<file path="src/rtl/mop_pkg.sv">
package mop_pkg;

    localparam int RW = 3;   // register specifier width
    localparam int CW = 4;   // micro-op count / index width

    typedef enum logic [1:0] {
        K_ALU   = 2'd0,
        K_LOAD  = 2'd1,
        K_STORE = 2'd2,
        K_MISC  = 2'd3
    } kind_e;

    typedef struct packed {
        logic [RW-1:0] rd;
        logic [RW-1:0] rb;
        logic [RW-1:0] ra;
        logic [CW-1:0] cnt;
        kind_e         kind;
    } desc_t;

    typedef struct packed {
        logic [RW-1:0] rd;
        logic [RW-1:0] rb;
        logic [RW-1:0] ra;
        logic [CW-1:0] idx;
        kind_e         kind;
    } uop_t;

    localparam int DESC_W = $bits(desc_t);
    localparam int UOP_W  = $bits(uop_t);

    // micro-ops an instruction really needs
    function automatic logic [CW-1:0] eff_count(desc_t d);
        logic [CW-1:0] n;
        case (d.kind)
            K_LOAD:  n = CW'(1);
            K_STORE: n = CW'(2);
            default: n = (d.cnt == '0) ? CW'(1) : d.cnt;
        endcase
        return n;
    endfunction

    function automatic uop_t make_uop(desc_t d, logic [CW-1:0] i);
        uop_t u;
        u.kind = d.kind;
        u.idx  = i;
        u.ra   = d.ra;
        u.rb   = d.rb;
        u.rd   = d.rd;
        return u;
    endfunction

endpackage

</file>
<file path="src/rtl/mop_steer.sv">
module mop_steer
    import mop_pkg::*;
#(
    parameter int N_SIMPLE  = 2,
    parameter int CPLX_UOPS = 4,
    localparam int GROUP    = N_SIMPLE + 1,
    localparam int NUMW     = $clog2(GROUP + 1)
) (
    input  logic [NUMW-1:0]        num,
    input  desc_t [GROUP-1:0]      desc,
    output logic [GROUP-1:0]       slot_en,
    output logic                   long0,
    output logic [NUMW-1:0]        take
);

    always_comb begin
        slot_en = '0;
        long0   = 1'b0;
        take    = '0;
        if (num != '0) begin
            slot_en[0] = 1'b1;
            take       = NUMW'(1);
            if (eff_count(desc[0]) > CW'(CPLX_UOPS)) begin
                long0 = 1'b1;
            end else begin
                for (int j = 1; j < GROUP; j++) begin
                    if ((NUMW'(j) < num) && (take == NUMW'(j)) &&
                        (eff_count(desc[j]) == CW'(1))) begin
                        slot_en[j] = 1'b1;
                        take       = take + NUMW'(1);
                    end
                end
            end
        end
    end

endmodule

</file>
<file path="src/rtl/mop_expand.sv">
module mop_expand
    import mop_pkg::*;
#(
    parameter int N_OUT = 4
) (
    input  logic               en,
    input  desc_t              desc,
    output logic [N_OUT-1:0]   lane_v,
    output uop_t [N_OUT-1:0]   lane_u
);

    logic [CW-1:0] n_uops;
    assign n_uops = eff_count(desc);

    for (genvar k = 0; k < N_OUT; k++) begin : g_lane
        assign lane_v[k] = en && (CW'(k) < n_uops);
        assign lane_u[k] = make_uop(desc, CW'(k));
    end

endmodule

</file>
<file path="src/rtl/mop_decoder.sv">
module mop_decoder
    import mop_pkg::*;
#(
    parameter int N_SIMPLE  = 2,
    parameter int CPLX_UOPS = 4,
    localparam int GROUP    = N_SIMPLE + 1,
    localparam int LANES    = CPLX_UOPS + N_SIMPLE,
    localparam int NUMW     = $clog2(GROUP + 1)
) (
    input  logic                     clk,
    input  logic                     rst_n,
    input  logic [NUMW-1:0]          in_num,
    input  logic [GROUP*DESC_W-1:0]  in_desc,
    output logic [NUMW-1:0]          in_take,
    input  logic                     out_ready,
    output logic [LANES-1:0]         out_valid,
    output logic [LANES*UOP_W-1:0]   out_uop
);

    typedef struct packed {
        logic [LANES-1:0]  v;
        uop_t [LANES-1:0]  u;
        logic [CW-1:0]     left;   // sequencer micro-ops still to emit
        logic [CW-1:0]     idx;    // next sequencer micro-op index
        desc_t             sd;     // instruction held by the sequencer
    } st_t;

    st_t st_q, st_d;

    desc_t [GROUP-1:0] desc;
    assign desc = in_desc;

    logic [GROUP-1:0] slot_en;
    logic             long0;
    logic [NUMW-1:0]  take;

    mop_steer #(
        .N_SIMPLE  (N_SIMPLE),
        .CPLX_UOPS (CPLX_UOPS)
    ) u_steer (
        .num     (in_num),
        .desc    (desc),
        .slot_en (slot_en),
        .long0   (long0),
        .take    (take)
    );

    logic [CPLX_UOPS-1:0] cplx_v;
    uop_t [CPLX_UOPS-1:0] cplx_u;
    logic [N_SIMPLE-1:0]  simp_v;
    uop_t [N_SIMPLE-1:0]  simp_u;

    mop_expand #(.N_OUT(CPLX_UOPS)) u_cplx (
        .en     (slot_en[0]),
        .desc   (desc[0]),
        .lane_v (cplx_v),
        .lane_u (cplx_u)
    );

    for (genvar s = 1; s < GROUP; s++) begin : g_simple
        mop_expand #(.N_OUT(1)) u_simple (
            .en     (slot_en[s]),
            .desc   (desc[s]),
            .lane_v (simp_v[s-1]),
            .lane_u (simp_u[s-1])
        );
    end

    logic adv;
    logic seq_busy;
    assign adv      = ~(|st_q.v) | out_ready;
    assign seq_busy = (st_q.left != '0);

    always_comb begin
        st_d = st_q;
        if (adv) begin
            st_d.v = '0;
            st_d.u = '0;
            if (seq_busy) begin
                st_d.v[0] = 1'b1;
                st_d.u[0] = make_uop(st_q.sd, st_q.idx);
                st_d.left = st_q.left - CW'(1);
                st_d.idx  = st_q.idx + CW'(1);
            end else if (long0) begin
                st_d.v[0] = 1'b1;
                st_d.u[0] = make_uop(desc[0], '0);
                st_d.left = eff_count(desc[0]) - CW'(1);
                st_d.idx  = CW'(1);
                st_d.sd   = desc[0];
            end else begin
                st_d.v = {simp_v, cplx_v};
                st_d.u = {simp_u, cplx_u};
            end
        end
    end

    always_ff @(posedge clk or negedge rst_n) begin
        if (!rst_n) begin
            st_q <= '0;
        end else begin
            st_q <= st_d;
        end
    end

    assign in_take   = (rst_n && adv && !seq_busy) ? take : '0;
    assign out_valid = st_q.v;
    assign out_uop   = st_q.u;

endmodule

</file>
<file path="config.mk">
export PLATFORM = sky130hd
export DESIGN_NAME = mop_decoder
export DESIGN_NICKNAME = d
export VERILOG_FILES = /design/src/rtl/mop_pkg.sv /design/src/rtl/mop_steer.sv /design/src/rtl/mop_expand.sv /design/src/rtl/mop_decoder.sv
export SDC_FILE = /design/constraint.sdc
export NUM_CORES = 1
export LEC_CHECK = 0
export CAP_MARGIN = 20
export CORE_ASPECT_RATIO = 0.8
export CORE_MARGIN = 2
export CORE_UTILIZATION = 49
export CTS_CLUSTER_SIZE = 24
export DETAILED_ROUTE_END_ITERATION = 10
export MAX_ROUTING_LAYER = met4
export PLACE_DENSITY = 0.83
export SYNTH_ARGS = -nofsm -noshare
export SYNTH_HDL_FRONTEND = slang
export SYNTH_SLANG_ARGS = --single-unit
export TNS_END_PERCENT = 20
</file>
<file path="constraint.sdc">
create_clock -name clk -period 5.54 [get_ports clk]
set_clock_uncertainty 0.15 [all_clocks]
set_input_delay 0.554 -clock clk [delete_from_list [all_inputs] [get_ports clk]]
set_output_delay 0.554 -clock clk [all_outputs]
set_load 0.02 [all_outputs]
</file>
Word level (Yosys, flattened, before mapping)
Cells that the tools add are included.
{ "word_totals": {"reg_bits": 119, "latchBits": 0, "ramBits": 0, "mem_bits_ro": 0, "out_inout_bits": 98, "n_memories": 0} }
{ "op_classes": {"add_sub_neg": 4, "n_mul": 0, "div": 0, "n_lt_le_gt_ge": 9, "eq_ne": 9, "shifts": 0, "mux": 35, "bitwise": 3, "n_reduce_logical": 21} }
{ "ops": {"columns": ["op", "count"], "rows": [
  ["75-bit 2-to-1 mux", 2],
  ["23-bit 2-to-1 mux", 2],
  ["4-bit 2-to-1 mux", 11],
  ["4-bit one-hot mux with 2 select lines", 3],
  ["1-bit by 4-bit less-than comparator with 1-bit output (first input constant)", 4],
  ["2-bit 2-to-1 mux", 8],
  ["4-bit logical NOT", 3],
  ["1-bit logical AND", 11],
  ["5-bit 2-to-1 mux", 2],
  ["2-bit equality test (second input constant)", 4],
  ["4-bit by 1-bit equality test with 1-bit output (second input constant)", 2],
  ["2-bit by 4-bit less-than comparator with 1-bit output (first input constant)", 2],
  ["4-bit by 1-bit subtractor with 4-bit output (second input constant)", 2],
  ["2-bit by 1-bit equality test with 1-bit output (second input constant)", 3],
  ["1-bit 2-to-1 mux", 6],
  ["6-bit OR reduction", 1],
  ["4-bit by 1-bit adder with 4-bit output (second input constant)", 1],
  ["4-bit by 3-bit > comparator with 1-bit output (second input constant)", 1],
  ["2-bit nonzero test", 2],
  ["4-bit nonzero test", 1],
  ["3-bit 2-to-1 mux", 1],
  ["3-bit AND reduction", 1],
  ["2-bit by 1-bit adder with 2-bit output (second input constant)", 1],
  ["1-bit by 2-bit less-than comparator with 1-bit output (first input constant)", 1],
  ["5 further kinds", 6]
]} }

Logic depth before layout (Yosys ltp)
{ "logic_depth": {"word_depth": 21, "depth_mapped": 11, "mapped_depth_nobuf": 9} }

By module
From an unflattened synthesis, not the netlist that was laid out.
{ "hier_totals": {"hier_cells": 786, "area_unflattened_um2": 6869.1} }
{ "modules_own_cells": {"columns": ["module", "n_inst", "cells_each", "area_per_inst_um2"], "rows": [
  ["mop_decoder", 1, 637, 5794.3],
  ["mop_expand at u_cplx", 1, 78, 546.8],
  ["mop_expand at g_simple[1].u_simple ...", 2, 21, 157.7],
  ["mop_steer", 1, 29, 212.7]
]} }

Least setup slack after synthesis
Ideal clock, no wire load.
{ "synth_timing": {"kind": "in2out", "from": "in in_desc[0]", "to": "out in_take[1]", "arrival_ns": 2.486, "setup_slack_ns": 2.350, "path_stages": 8, "cell_sequence": "inv_1 -> ha_1 -> inv_1 -> o31ai_1 -> ha_1 -> o221ai_1 -> or3_1 -> nor2_1"} }
{ "synth_via": {"elab_chain_len": 7} }
{ "synth_lines": {"columns": ["item", "line_no", "rtl"], "rows": [
  ["start: declaration", "mop_decoder.sv:13", "input logic [GROUP*DESC_W-1:0] in_desc,"],
  ["2-bit equality test or 2-bit by 1-bit equality test with 1-bit output (tied branches)", "mop_pkg.sv:35", "case (d.kind)"],
  ["4-bit one-hot mux with 2 select lines *", "mop_pkg.sv:35", null],
  ["4-bit 2-to-1 mux *", "mop_steer.sv:20", "if (num != '0) begin"],
  ["4-bit by 3-bit > comparator with 1-bit output *", "mop_steer.sv:23", "if (eff_count(desc[0]) > CW'(CPLX_UOPS)) begin"],
  ["2-bit 2-to-1 mux *", "mop_steer.sv:23", null],
  ["2-bit 2-to-1 mux *", "mop_steer.sv:20", null],
  ["2-bit 2-to-1 mux *", "mop_decoder.sv:105", "assign in_take = (rst_n && adv && !seq_busy) ? take : '0;"],
  ["end: declaration", "mop_decoder.sv:14", "output logic [NUMW-1:0] in_take,"]
]} }
Every way passes the cells marked *; elsewhere a longest branch is shown, timed or not. The select of a mux whose other input is x is not followed.

Worst setup path in the final report
Ends and elaborated chain as after synthesis.

==> run metrics <==
status completed; fillers 685; GRT Resource Usage Total 20.4%; wire length of the first global-routing pass 14.1 mm; number of setup buffers added after CTS 0; Critical Path Source Type primary input; RSZ-0062 raised after global routing false; Post-route DRC 0; number of H-tree branching levels 3; relative area change from synthesis to final layout 22.9%; final clock period utilization by the worst path 81.7%; switching fraction of total power 34.2%; min cycle time layout 4.53 ns; HP Class in2async; Final Hold Vio Count 0; initial standard-cell utilization of the core 51.0%; post-route total power 2.10 mW; Async SR Flop Fraction 100%; endpoint class of the critical path output port; Detailed Route WL 8.62 mm; cells taking the most area after synthesis dfrtp_1, buf_4, a22o_1; number of distinct standard cells referenced by the synthesized netlist 46; yosys warns 0; post-layout worst setup margin 1.01 ns; worst path arrival time 3.82 ns; Worst slew margin 37.7%; post-route cell area 5000 um^2; placer's final routability congestion estimate 0.833; final setup TNS 0 ns; required time of the critical path 4.84 ns; proportion of synthesized chip area in sequential cells 45.5%; insertion delay to the later sink of the worst-skew pair 0.34 ns; most common flop cell mapped by yosys dfrtp_1; number of antenna violations at the first check in global routing 0; post-synth design cell area 4070 um^2; Core Region 7980 um^2; clock share of power 24.1%; leading area contributor after synthesis dfrtp_1; Static Leak 2.20 nW; TritonCTS clock tree done; Layout Cells excl Fill 556; transition time at the pin with the least slew margin 0.935 ns; final setup fails 0; Post-DRT Antenna Nets 0; post-synthesis cell count 398; count of maximum capacitance violations 0; Bufs on Longest Clock Path 2; Seq cells post-synth 74; clock-pin transition on the worst setup and hold timing paths 0.08 ns; count of inserted antenna diode cells 0; combinational share of power 37.6%; max-slew violations 0; maximum clock frequency 221 MHz; critical path fanouts, max 7; Sequential Power Share 38.3%; net total in the final layout 504; die width 106 um; via count of the first global-routing pass 2801; Post-CTS Resized 0; switching pwr 0.718 mW; critical setup path kind in2out; share of Yosys cell area claimed by the top area cell type 45.5%; clock root buffer master clkbuf_8; Post-Route Hold Slack 0.170 ns; worst-case setup slack after placement 1.04 ns; layout cells sized above 1 8.71%; DRT Pass-1 Iters 4; Peak supply drop 184 uV; Boundary Pins 148; post-route core utilization 62.7%; number of DRC markers after the initial detailed-route iteration 149; input/output buffers 129; leftover overflow at the end of global routing 0; number of placement rows 29; post-detailed-route wirelength per cell 15.5 um; post-cts hold buffer count 0; power per standard cell area 420 nW/um^2; cell total after placement 540; average instance area after synthesis 10.2 um^2; TritonCTS buffer count 9; Int Power 1.38 mW; vias per inst 5.10; HPWL reported at the end of detailed placement 5.94 mm; Clock Sink Count 74; largest net degree at the start of global routing 76; Die Y 85.5 um; total via count after detailed routing 2835; standard cell area after detailed placement 4760 um^2; number of synthesized flops with an enable pin 0; full die area 9060 um^2
[cell usage after synthesis, drive strengths merged, types with 2 or more instances]
library cell and count:
buf 107, dfrtp 74, nand2 40, a22o 29, nor2 23, inv 17, mux2 12, o21ai 12
a31oi 11, ha 11, clkbuf 7, nand3 5, nor3 5, nor3b 5, a21o 3, a21oi 3
a221o 3, nor4 3, nor4b 3, o32ai 3, a21boi 2, and3 2, nor2b 2, o221ai 2
or3 2
[worst max-delay path, cell delays in order]
cell and delay [ns]:
clkdlybuf4s50_1 0.53, inv_1 0.08, ha_1 0.43, inv_1 0.09
o31ai_1 0.50, ha_1 0.30, o221ai_1 0.17, or3_1 0.44
nor2_1 0.12, clkdlybuf4s50_1 0.62
[kinds of logic (layout without fill, tap and decap cells)]
family	count (synthesis)	after routing	synth area share, %
adder cells (fa/ha/maj)	11	11	3.38
other	1	16	0.0921
AND/OR/NAND/NOR	93	93	11.4
AO/OA/AOI/OAI	75	75	14.1
buffers and inverters	131	166	22.0
multiplexers	12	12	3.32
XOR/XNOR	1	1	0.215
flip-flops	74	74	45.5
[placed cells by master (no fill, tap or decap), types with 4 or more instances in the layout]
| master | synthesis | final |
|---|---|---|
| nor3_1 | 4 | 4 |
| ha_1 | 11 | 11 |
| clkdlybuf4s50_1 | 0 | 128 |
| nor3b_1 | 4 | 4 |
| o21ai_0 | 12 | 12 |
| nand3_1 | 4 | 4 |
| nand2_1 | 40 | 40 |
| a31oi_1 | 11 | 11 |
| mux2_2 | 12 | 12 |
| dfrtp_1 | 74 | 74 |
| a22o_1 | 29 | 29 |
| conb_1 | 1 | 16 |
| clkbuf_8 | 0 | 9 |
| nor2_1 | 23 | 23 |
| buf_4 | 99 | 5 |
| inv_1 | 17 | 17 |
[final timing paths]
| path | from | end | slack (ns) | cells past startpoint |
|---|---|---|---|---|
| max in group asynchronous | rst_n | out_uop[60]$_DFFE_PN0N_ | 4.44 | 1 |
| worst max register to register | st_q[19]$_DFFE_PN0P_ | st_q[7]$_DFFE_PN0P_ | 2.64 | 5 |
| worst max-delay path | in_desc[0] | in_take[1] | 1.01 | 10 |
| worst min register to register | out_uop[3]$_DFFE_PN0N_ | out_uop[3]$_DFFE_PN0N_ | 0.32 | 2 |
| worst min-delay path | rst_n | out_uop[76]$_DFFE_PN0N_ | 0.17 | 1 |
| min in group clk | out_uop[3]$_DFFE_PN0N_ | out_uop[3]$_DFFE_PN0N_ | 0.32 | 2 |
[flip-flops by register name, indices dropped and copies added, names as in the netlist]
register / count
st_q: 19
out_valid: 6
out_uop: 49
[cell type report]
type                            instances  area [um^2]  area share [%]
Clock inverter                          6          113            2.25
Clock buffer                           10          128            2.55
Tap cell                              108          135            2.70
Inverter                               17         63.8            1.28
Sequential cell                        74         1850            37.0
Timing Repair Buffer                  133         1320            26.4
Multi-Input combinational cell        208         1390            27.8
[power groups by stage]
stage	combinational [mW]	sequential, mW	clock [mW]
after floorplan	0.632	0.783	0
after global placement	0.777	0.803	0
after detailed placement	0.799	0.815	0
after CTS	0.802	0.805	0.523
after global routing	0.858	0.826	0.547
final	0.790	0.804	0.506
[routing by layer]
layer  track usage (%)  vias up  routed length [um]
met5                 -        -                   0
li1                  -     1334                   -
met2              33.1      103                4240
met1              26.1     1393                3780
met4              3.71        0                  28
met3              5.55        5                 571
Power figures use the tool's default switching activity.
